--- src/rtl/mt_pkg.sv ---
package mt_pkg;
  typedef enum logic [1:0] {OP_IDLE = 2'd0, OP_ALLOC = 2'd1, OP_FREE = 2'd2, OP_BOTH = 2'd3} pool_op_e;

  function automatic int wrap_inc(input int v, input int n);
    return (v == n - 1) ? 0 : v + 1;
  endfunction
endpackage

--- src/rtl/mt_rr_sched.sv ---
module mt_rr_sched #(
  parameter int NTHR = 8,
  localparam int TW = (NTHR > 1) ? $clog2(NTHR) : 1
) (
  input  logic          clk,
  input  logic          rst,
  output logic [TW-1:0] slot
);
  always_ff @(posedge clk) begin
    if (rst) slot <= '0;
    else     slot <= TW'(mt_pkg::wrap_inc(int'(slot), NTHR));
  end
endmodule

--- src/rtl/mt_pc_bank.sv ---
module mt_pc_bank #(
  parameter int NTHR      = 8,
  parameter int PCW       = 16,
  parameter int PC_STRIDE = 256,
  localparam int TW = (NTHR > 1) ? $clog2(NTHR) : 1
) (
  input  logic            clk,
  input  logic            rst,
  input  logic [TW-1:0]   slot,
  input  logic [NTHR-1:0] run_en,
  output logic            issue_valid,
  output logic [TW-1:0]   issue_tid,
  output logic [PCW-1:0]  issue_pc
);
  logic [PCW-1:0] pc_mem [NTHR];
  logic           go;

  assign go = run_en[slot];

  for (genvar t = 0; t < NTHR; t++) begin : g_pc
    always_ff @(posedge clk) begin
      if (rst)                          pc_mem[t] <= PCW'(t * PC_STRIDE);
      else if (go && slot == TW'(t))    pc_mem[t] <= pc_mem[t] + 1'b1;
    end
  end

  always_ff @(posedge clk) begin
    if (rst) begin
      issue_valid <= 1'b0;
      issue_tid   <= '0;
      issue_pc    <= '0;
    end else begin
      issue_valid <= go;
      issue_tid   <= slot;
      issue_pc    <= pc_mem[slot];
    end
  end
endmodule

--- src/rtl/mt_id_pool.sv ---
module mt_id_pool #(
  parameter int NID = 8,
  localparam int IDW = (NID > 1) ? $clog2(NID) : 1
) (
  input  logic           clk,
  input  logic           rst,
  input  logic           alloc_req,
  output logic           alloc_ready,
  output logic [IDW-1:0] alloc_id,
  input  logic           free_req,
  input  logic [IDW-1:0] free_id,
  output logic           free_err,
  output logic [NID-1:0] used
);
  logic [NID-1:0] used_n;
  logic           take, free_hit, any_n;
  logic [IDW-1:0] low_n;

  assign take     = alloc_req && alloc_ready;
  assign free_hit = free_req && (int'(free_id) < NID) && used[free_id];

  always_comb begin
    used_n = used;
    if (take)     used_n[alloc_id] = 1'b1;
    if (free_hit) used_n[free_id]  = 1'b0;
  end

  always_comb begin
    any_n = 1'b0;
    low_n = '0;
    for (int i = NID - 1; i >= 0; i--) begin
      if (!used_n[i]) begin
        any_n = 1'b1;
        low_n = IDW'(i);
      end
    end
  end

  always_ff @(posedge clk) begin
    if (rst) begin
      used        <= '0;
      alloc_ready <= 1'b1;
      alloc_id    <= '0;
      free_err    <= 1'b0;
    end else begin
      used        <= used_n;
      alloc_ready <= any_n;
      alloc_id    <= low_n;
      free_err    <= free_req && !free_hit;
    end
  end
endmodule

--- src/rtl/mt_issue_front.sv ---
module mt_issue_front #(
  parameter int NTHR      = 8,
  parameter int PCW       = 16,
  parameter int PC_STRIDE = 256,
  parameter int NID       = 8,
  localparam int TW  = (NTHR > 1) ? $clog2(NTHR) : 1,
  localparam int IDW = (NID > 1) ? $clog2(NID) : 1
) (
  input  logic            clk,
  input  logic            rst,
  input  logic [NTHR-1:0] run_en,
  output logic            issue_valid,
  output logic [TW-1:0]   issue_tid,
  output logic [PCW-1:0]  issue_pc,
  input  logic            alloc_req,
  output logic            alloc_ready,
  output logic [IDW-1:0]  alloc_id,
  input  logic            free_req,
  input  logic [IDW-1:0]  free_id,
  output logic            free_err
);
  logic [TW-1:0]  slot;
  logic [NID-1:0] pool_map;

  mt_rr_sched #(.NTHR(NTHR)) u_sched (.clk(clk), .rst(rst), .slot(slot));

  mt_pc_bank #(.NTHR(NTHR), .PCW(PCW), .PC_STRIDE(PC_STRIDE)) u_pcs (
    .clk(clk), .rst(rst), .slot(slot), .run_en(run_en),
    .issue_valid(issue_valid), .issue_tid(issue_tid), .issue_pc(issue_pc)
  );

  mt_id_pool #(.NID(NID)) u_pool (
    .clk(clk), .rst(rst), .alloc_req(alloc_req), .alloc_ready(alloc_ready),
    .alloc_id(alloc_id), .free_req(free_req), .free_id(free_id),
    .free_err(free_err), .used(pool_map)
  );
endmodule

--- config.mk ---
export PLATFORM = sky130hd
export DESIGN_NAME = mt_issue_front
export DESIGN_NICKNAME = d
export VERILOG_FILES = /design/src/rtl/mt_pkg.sv /design/src/rtl/mt_rr_sched.sv /design/src/rtl/mt_pc_bank.sv /design/src/rtl/mt_id_pool.sv /design/src/rtl/mt_issue_front.sv
export SDC_FILE = /design/constraint.sdc
export NUM_CORES = 1
export LEC_CHECK = 0
export BUFFER_PORTS_ARGS = -buffer_cell sky130_fd_sc_hd__buf_2
export CAP_MARGIN = 20
export CORE_MARGIN = 1
export CORE_UTILIZATION = 35
export CTS_BUF_LIST = sky130_fd_sc_hd__clkbuf_8
export DETAILED_ROUTE_END_ITERATION = 10
export HOLD_SLACK_MARGIN = 0.03
export PLACE_DENSITY = 0.62
export SYNTH_ARGS = -nofsm -noshare
export SYNTH_HDL_FRONTEND = slang
export SYNTH_SLANG_ARGS = --single-unit
export TNS_END_PERCENT = 5
--- constraint.sdc ---
create_clock -name clk -period 3.21 [get_ports clk]
set_input_delay 0.321 -clock clk [delete_from_list [all_inputs] [get_ports clk]]
set_output_delay 0.321 -clock clk [all_outputs]
set_load 0.005 [all_outputs]
==> impl_metrics.tcl, run 1 <==
set metrics [dict create \
    status "finished, final reports clean" \
    rows 58 \
    tightestPinTransition_ns 0.699 \
    path_cells "clkinv_1, buf_4, nor2_1, a21o_1" \
    reg2reg_from "u_sched.slot[2]" \
    overflow 0 \
    path_buf_inv 2 \
    path_clk_slew_ns 0.10 \
    ys_ff_latch 164 \
    drt_wl_total_mm 20.6 \
    layout.cells.non_filler 1201 \
    grt_max_degree 34 \
    cts_setup_buffers 0 \
    timing.final.max_slew_violations 0 \
    drt_first_pass_iters 5 \
    crit_path_start "u_sched.slot[2]" \
    pre_cts_ws_ns 0.933 \
    cp_max_fo 21 \
    synth_top_area_cell "edfxtp_1" \
    antenna_left 0 \
    core_sq_um 25200 \
    io_buffers 39 \
    hp-start "free_id[0]" \
    setup_viol 0 \
    finalSetupTns_ns 0 \
    worstPathArrival_ns 2.40 \
    setup_ws_ns 0.927 \
    synthToLayoutAreaGrowth_pct 10.0 \
    gp_congestion 0.866 \
    h-tree-depth 4 \
    postCtsResizedCells 0 \
    synth_commonest_cells "nor2_1 (147), edfxtp_1 (128), nand2_1 (80), xor2_1 (68), nand3_1 (59)" \
    avgSynthCellArea_sq_um 10.9 \
    hold_slack_ns 0.210 \
    syn_area_sq_um 8990 \
    synth_seq_area_share 0.508 \
    synthArstFlopShare 0 \
    viasPerCell 5.22 \
    critPathSlowestCell "dfxtp_1" \
    clock_latency_ns 0.47 \
    required_ns 3.33 \
    path_delay_family "flip-flops" \
    drv_cap 0 \
    grt_pass1_wl_mm 32.6 \
    irDropWorstVdd_mv 0.251 \
    cts.sinks 164 \
    wire_per_inst_um 17.2 \
    ctsHoldBuffers 0 \
    ys.flop_type "edfxtp_1" \
    ys_top_cells_by_area "edfxtp_1 (43%), dfxtp_1 (8.0%), mux4_2 (7.5%), xor2_1 (6.6%), nor2_1 (6.1%)" \
    hold_viol 0 \
    period_minus_slack_ns 2.28 \
    drtIter0Drc 568 \
    synthesis.nets 852 \
    max_freq_ghz 0.438 \
    slowest_delay_ns 0.73 \
    final_nets 881 \
    clock_tree.buffer_depth 2 \
    worstHoldPathType "input port to flop" \
    die_y_um 162 \
    die_width_um 162 \
    end_kind "flop" \
    antenna_found_initial 8 \
    power_leakage_nw 3.44 \
    pin_count 40 \
    placed_cells 1163 \
    root_buffer "clkbuf_8" \
    power_density_nw_per_um2 473 \
    synth.distinct_cells 59 \
    fin_crit_sh 0.711 \
    crit_path_start_kind "flop" \
    yosysWarningCount 0 \
    grt_pass1_vias 5807 \
    cts_tree "built" \
    yosysMostFrequentCell "nor2_1" \
    finalPower_mw 4.68 \
    synth_top_area_frac 0.427 \
    dpl.hpwl_mm 15.3 \
    fillers 2406 \
    netlist_instances 823 \
    synth_edf_count 128 \
    die-area_sq_um 26300 \
    track_usage 0.165 \
    slew_headroom 0.534 \
    rsz0062_at_grt "false" \
    detailroute.via_count 6268 \
    clock_skew_ns 0.0228 \
    drive_gt1_frac 0.138 \
    cts_buffers 17 \
    crit_type "flop to flop" \
    start_util 0.357 \
    drc 0 \
]
## final timing paths
path	cells past startpoint	end	slack (ns)
worst max-delay path	4	u_pcs.pc_mem[6][5]	0.93
worst min-delay path	2	u_pool.used[7]	0.21
worst max register to register	4	u_pcs.pc_mem[6][5]	0.93
worst min register to register	1	u_sched.slot[0]	0.56
## cell type report
type | instances | area, sq um | area share
clock buffers | 17 | 234 | 0.0236
diodes | 6 | 15.0 | 0.00152
well taps | 330 | 413 | 0.0417
flip-flops and latches | 164 | 4570 | 0.461
multi-input cells | 612 | 4210 | 0.425
repair buffers | 44 | 233 | 0.0235
inverters | 13 | 48.8 | 0.00493
clock inverters | 15 | 175 | 0.0177
## report_power, final
part / switching (mW) / internal [mW]
clock: 0.898 / 0.664
combinational: 0.289 / 0.240
sequential: 0.158 / 2.43
## cell usage in the layout, fill, tap and decap left out, types with 14 or more instances in the layout
cell / count
nand2_1: 80
edfxtp_1: 128
ha_1: 14
nor2_1: 147
xnor2_1: 42
dfxtp_1: 34
and3_1: 34
clkbuf_8: 17
nand4_1: 15
mux4_2: 30
buf_2: 39
a21oi_1: 20
nand3_1: 59
xor2_1: 68
## layer usage
layer  track usage  part of all wire  up-vias
li1              -                 -     3036
met1         0.250              0.49     3012
met2         0.216              0.40      191
met3        0.0549             0.089       25
met4        0.0506             0.016        4
met5             0            0.0013        -
## through the flow
step	util	area (sq um)
6_report	0.393	9900
3_5_place_dp	0.376	9470
2_1_floorplan	-	8990
4_1_cts	0.392	9880
3_3_place_gp	0.376	9470
5_1_grt	0.393	9890
## state kept, by name, summed over array words and instances, names as in the netlist
signal              flops
u_pool.free_err         1
u_pool.alloc_ready      1
u_pcs.issue_tid         3
u_pcs.pc_mem          128
u_sched.slot            3
u_pcs.issue_valid       1
u_pcs.issue_pc         16
u_pool.alloc_id         3
u_pool.used             8
## kinds of logic (layout without fill, tap and decap cells)
logic type	Yosys count	in the layout	share of synthesized area
and+or+nand+nor	383	383	0.201
DFF	164	164	0.508
xor gates and xnor gates	110	110	0.107
AOI/OAI and AO/OA	65	65	0.0506
buffers and inverters	47	89	0.0243
muxes	40	40	0.0903
adders and majority gates	14	14	0.0195
other	0	6	0
Power figures use the tool's default switching activity.
==> inputs of run 2 (changes only) <==
--- a/config.mk
+++ b/config.mk
@@ -12,7 +12,7 @@
 export CTS_BUF_LIST = sky130_fd_sc_hd__clkbuf_8
 export DETAILED_ROUTE_END_ITERATION = 10
 export HOLD_SLACK_MARGIN = 0.03
-export PLACE_DENSITY = 0.62
+export PLACE_DENSITY = 0.64
 export SYNTH_ARGS = -nofsm -noshare
 export SYNTH_HDL_FRONTEND = slang
 export SYNTH_SLANG_ARGS = --single-unit
==> constraint.sdc (replaced) <==
create_clock -name clk -period 2.1 [get_ports clk]
set_input_delay 0.21 -clock clk [delete_from_list [all_inputs] [get_ports clk]]
set_output_delay 0.21 -clock clk [all_outputs]
set_load 0.005 [all_outputs]
==> impl_metrics.tcl, run 2 (same netlist as run 1, synthesis figures left out) <==
set metrics [dict create \
    status "finished, final reports clean" \
    dpl.hpwl_mm 15.3 \
    drt_wl_total_mm 20.6 \
    cts.sinks 164 \
    reg2reg_from "u_sched.slot[0]" \
    hold_depth 2 \
    timing.final.max_slew_violations 0 \
    clock_latency_ns 0.47 \
    root_buffer "clkbuf_8" \
    slowest_delay_ns 0.40 \
    final_common_cell "nor2_1" \
    regMostFlops "u_pcs.pc_mem" \
    clock_tree.buffer_depth 2 \
    critPathSlowestCell "dfxtp_2" \
    grt_pass1_vias 6017 \
    rr_endpoint "u_pcs.pc_mem[3][14]" \
    path_buf_inv 1 \
    synthToLayoutAreaGrowth_pct 13.2 \
    period_minus_slack_ns 1.97 \
    cts_buffers 17 \
    power_leakage_nw 3.61 \
    largest_reg_flops 128 \
    placed_cells 1191 \
    hp-start "free_id[1]" \
    antenna_left 0 \
    power_density_nw_per_um2 711 \
    drt_first_pass_iters 5 \
    slew_headroom 0.548 \
    fin_crit_sh 0.940 \
    start_util 0.357 \
    detailroute.via_count 6372 \
    io_buffers 39 \
    final_nets 910 \
    viasPerCell 5.18 \
    drv_cap 0 \
    tightestPinTransition_ns 0.678 \
    finalPower_mw 7.24 \
    pin_count 40 \
    path_clk_slew_ns 0.09 \
    hold_viol 0 \
    gp_congestion 0.844 \
    path_delay_family "compound AO/OA/AOI/OAI gates" \
    worstPathArrival_ns 2.29 \
    layout.cells.non_filler 1229 \
    grt_max_degree 33 \
    wire_per_inst_um 16.8 \
    worstHoldPathType "input port to flop" \
    overflow 0 \
    max_freq_ghz 0.506 \
    drc 0 \
    cts_tree "built" \
    cp_max_fo 13 \
    rows 58 \
    required_ns 2.41 \
    path_cells "and2b_1, a211oi_2, a211o_1, buf_4, a21oi_4, nand2_4, nor2_1" \
    drtIter0Drc 512 \
    antenna_found_initial 6 \
    min_to "u_pool.used[3]" \
    r2r_setup_slack_ns 0.13 \
    clock_skew_ns 0.0225 \
    die-area_sq_um 26300 \
    track_usage 0.163 \
    core_sq_um 25200 \
    reg2regPathDepth 7 \
    h-tree-depth 4 \
    fillers 2387 \
    grt_pass1_wl_mm 32.7 \
    end_kind "flop" \
    die_y_um 162 \
    crit_type "flop to flop" \
    rsz0062_at_grt "false" \
    final_cell_mix "nor2_1 (147), edfxtp_1 (128), nand2_1 (80)" \
    drive_gt1_frac 0.164 \
    die_width_um 162 \
    reg_top3 "u_pcs.pc_mem: 128 flops, u_pcs.issue_pc: 16 flops, u_pool.used: 8 flops" \
    crit_path_start_kind "flop" \
    setup_viol 0 \
    irDropWorstVdd_mv 0.331 \
    fin_util 0.404 \
]
run 2: cell types whose count changed in the layout (fill, tap and decap cells not counted), sizes merged:
cell | previous run | this run
inv | 24 | 21
buf | 44 | 73
clkinvlp | 0 | 1
bufinv | 1 | 3
diode | 6 | 5
run 2: worst reg2reg max path: cells and delay by family (launching register included):
kind	cells	cell delay [ns]
AO/OA/AOI/OAI	3	0.69
flip-flops	1	0.40
buffers and inverters	1	0.16
AND/OR/NAND/NOR	3	0.58
run 2: timing repair:
action,in CTS,in global routing
endpoints found under the hold margin,0,0
setup buffers,0,1
resized for setup,2,1
hold buffers,0,0
setup endpoints to repair,30,85
pin swaps,0,2
gates cloned,0,0
run 2: worst max-delay path by stage:
| stage | slack (ns) | to | start | depth (start not counted) |
|---|---|---|---|---|
| finish | 0.13 | u_pcs.pc_mem[3][14] | u_sched.slot[0] | 7 |
| global route | 0.008 | u_pcs.pc_mem[3][14] | u_sched.slot[0] | 7 |
| floorplan | -0.02 | u_pcs.pc_mem[4][0] | u_sched.slot[1] | 6 |
| global placement | 0.08 | u_pcs.pc_mem[3][13] | u_sched.slot[0] | 4 |
| detailed placement | -0.003 | u_pcs.pc_mem[3][10] | u_sched.slot[0] | 4 |
| CTS | 0.07 | u_pcs.pc_mem[5][14] | u_sched.slot[0] | 7 |
run 2: report_power, final:
part	switching, mW	internal [mW]
logic	0.483	0.438
registers	0.216	3.71
clock network	1.22	1.17
total	1.92	5.32
run 2: layer usage:
metal,GRT usage,up-vias,part of all wire
li1,-,3086,-
met1,0.236,3073,0.48
met5,0,-,0.00063
met3,0.0401,21,0.075
met2,0.234,190,0.43
met4,0.0566,2,0.019
run 2: per-stage QoR:
stage	setup slack (ns)	instance area (sq um)	hold WS, ns	TNS (ns)
global placement	0.0813	9760	0.535	0
CTS	0.0707	10200	0.0810	0
global route	0.00809	10200	0.0984	0
detailed placement	-0.00279	9760	0.563	-0.0337
floorplan	-0.0211	9000	0.409	-1.21
finish	0.125	10200	0.101	0
run 2: cell type report:
cell class | instances | area, sq um | area share
repair buffers | 73 | 526 | 0.0516
clock inverters | 15 | 165 | 0.0162
well taps | 330 | 413 | 0.0405
inverters | 13 | 48.8 | 0.00479
clock buffers | 17 | 234 | 0.0230
multi-input cells | 612 | 4220 | 0.414
diodes | 5 | 12.5 | 0.00123
flip-flops and latches | 164 | 4570 | 0.448
==> inputs of run 3 (changes only) <==
--- a/config.mk
+++ b/config.mk
@@ -12,6 +12,7 @@
 export CTS_BUF_LIST = sky130_fd_sc_hd__clkbuf_8
 export DETAILED_ROUTE_END_ITERATION = 10
 export HOLD_SLACK_MARGIN = 0.03
+export MAX_ROUTING_LAYER = met4
 export PLACE_DENSITY = 0.64
 export SYNTH_ARGS = -nofsm -noshare
 export SYNTH_HDL_FRONTEND = slang
==> impl_metrics.tcl, run 3 (same netlist as run 1, synthesis figures left out) <==
set metrics [dict create \
    status "finished, final reports clean" \
    rsz0062_at_grt "true" \
    hold_depth 2 \
    synthToLayoutAreaGrowth_pct 13.3 \
    path_cells "and2b_1, a211oi_2, a211o_1, buf_4, a21oi_4, nand2_4, nor2_1" \
    track_usage 0.168 \
    path_clk_slew_ns 0.09 \
    irDropWorstVdd_mv 0.334 \
    reg_top3 "u_pcs.pc_mem: 128 flops, u_pcs.issue_pc: 16 flops, u_pool.used: 8 flops" \
    root_buffer "clkbuf_8" \
    grt_pass1_vias 6006 \
    ctsHoldBuffers 0 \
    io_buffers 39 \
    antenna_found_initial 6 \
    pre_cts_ws_ns -0.00279 \
    setup_viol 0 \
    r2r_setup_slack_ns 0.14 \
    regMostFlops "u_pcs.pc_mem" \
    drc 0 \
    crit_path_start "u_sched.slot[0]" \
    crit_end "u_pcs.pc_mem[3][14]" \
    antenna_left 0 \
    h-tree-depth 4 \
    worstPathArrival_ns 2.27 \
    rows 58 \
    worstHoldPathType "input port to flop" \
    drt_first_pass_iters 5 \
    detailroute.via_count 6402 \
    timing.final.max_slew_violations 0 \
    die_width_um 162 \
    wire_per_inst_um 16.8 \
    clock_skew_ns 0.0205 \
    start_util 0.357 \
    setup_ws_ns 0.137 \
    clock_tree.buffer_depth 2 \
    critPathSlowestCell "dfxtp_2" \
    cts_buffers 17 \
    tightestPinTransition_ns 0.683 \
    drt_wl_total_mm 20.7 \
    cts.sinks 164 \
    clock_latency_ns 0.47 \
    rr_endpoint "u_pcs.pc_mem[3][14]" \
    max_freq_ghz 0.509 \
    die_y_um 162 \
    reg2regPathDepth 7 \
    period_minus_slack_ns 1.96 \
    grt_pass1_wl_mm 32.8 \
    required_ns 2.41 \
    slew_headroom 0.545 \
    drv_cap 0 \
    drtIter0Drc 527 \
    slowest_delay_ns 0.40 \
    core_sq_um 25200 \
    power_leakage_nw 3.61 \
    viasPerCell 5.20 \
    fin_crit_sh 0.935 \
    reg2reg_from "u_sched.slot[0]" \
    overflow 0 \
    path_buf_inv 1 \
    dpl.hpwl_mm 15.3 \
    worst-path-stages 7 \
    end_kind "flop" \
    hold_slack_ns 0.0978 \
    cp_max_fo 13 \
    largest_reg_flops 128 \
    crit_type "flop to flop" \
    hold_viol 0 \
    drive_gt1_frac 0.164 \
    final_nets 910 \
    power_density_nw_per_um2 711 \
    pin_count 40 \
    die-area_sq_um 26300 \
    cts_tree "built" \
    final_cell_mix "nor2_1 (147), edfxtp_1 (128), nand2_1 (80)" \
    final_common_cell "nor2_1" \
    grt_max_degree 33 \
    crit_path_start_kind "flop" \
    path_delay_family "compound AO/OA/AOI/OAI gates" \
    gp_congestion 0.860 \
]
run 3: changes by cell type in the layout (fill, tap and decap cells not counted), sizes merged:
cell / change
diode: +1
run 3: metal layers:
metal,vias up,part of all wire,GRT usage
li1,3086,-,-
met1,3086,0.47,0.237
met2,210,0.43,0.233
met3,20,0.082,0.0401
met4,0,0.019,0.0566
met5,-,0,-
run 3: layout make-up:
type / count / area [sq um]
repair buffers: 73 / 526
multi-input cells: 612 / 4220
fillers: 2387 / 15000
diodes: 6 / 15.0
well taps: 330 / 413
clock buffers: 17 / 234
clock inverters: 15 / 165
inverters: 13 / 48.8
flip-flops and latches: 164 / 4570
run 3: worst min path at each step:
stage / startpoint / to
CTS: free_id[1] / u_pool.used[3]
floorplan: free_req / u_pool.free_err
finish: free_id[1] / u_pool.used[3]
global placement: u_sched.slot[0] / u_sched.slot[0]
detailed placement: u_sched.slot[0] / u_sched.slot[0]
global route: free_req / u_pool.free_err
run 3: through the flow:
step | utilization | TNS (ns) | std cells | instance area [sq um] | power (mW)
floorplan | - | -1.21 | 823 | 9000 | 4.54
global placement | 0.387 | 0 | 1191 | 9760 | 4.91
detailed placement | 0.387 | -0.0337 | 1191 | 9760 | 4.92
CTS | 0.403 | 0 | 1223 | 10200 | 7.29
global route | 0.405 | 0 | 1230 | 10200 | 7.51
finish | 0.405 | 0 | 1230 | 10200 | 7.25
run 3: report_power, final:
group          internal, mW  switching (mW)
clock network          1.17            1.23
logic                 0.438           0.484
registers              3.71           0.215
run 3: timing repair:
item | in CTS | in global routing
setup buffers | 0 | 1
resized for setup | 2 | 1
endpoints found under the setup margin | 30 | 96
pin swaps | 0 | 2
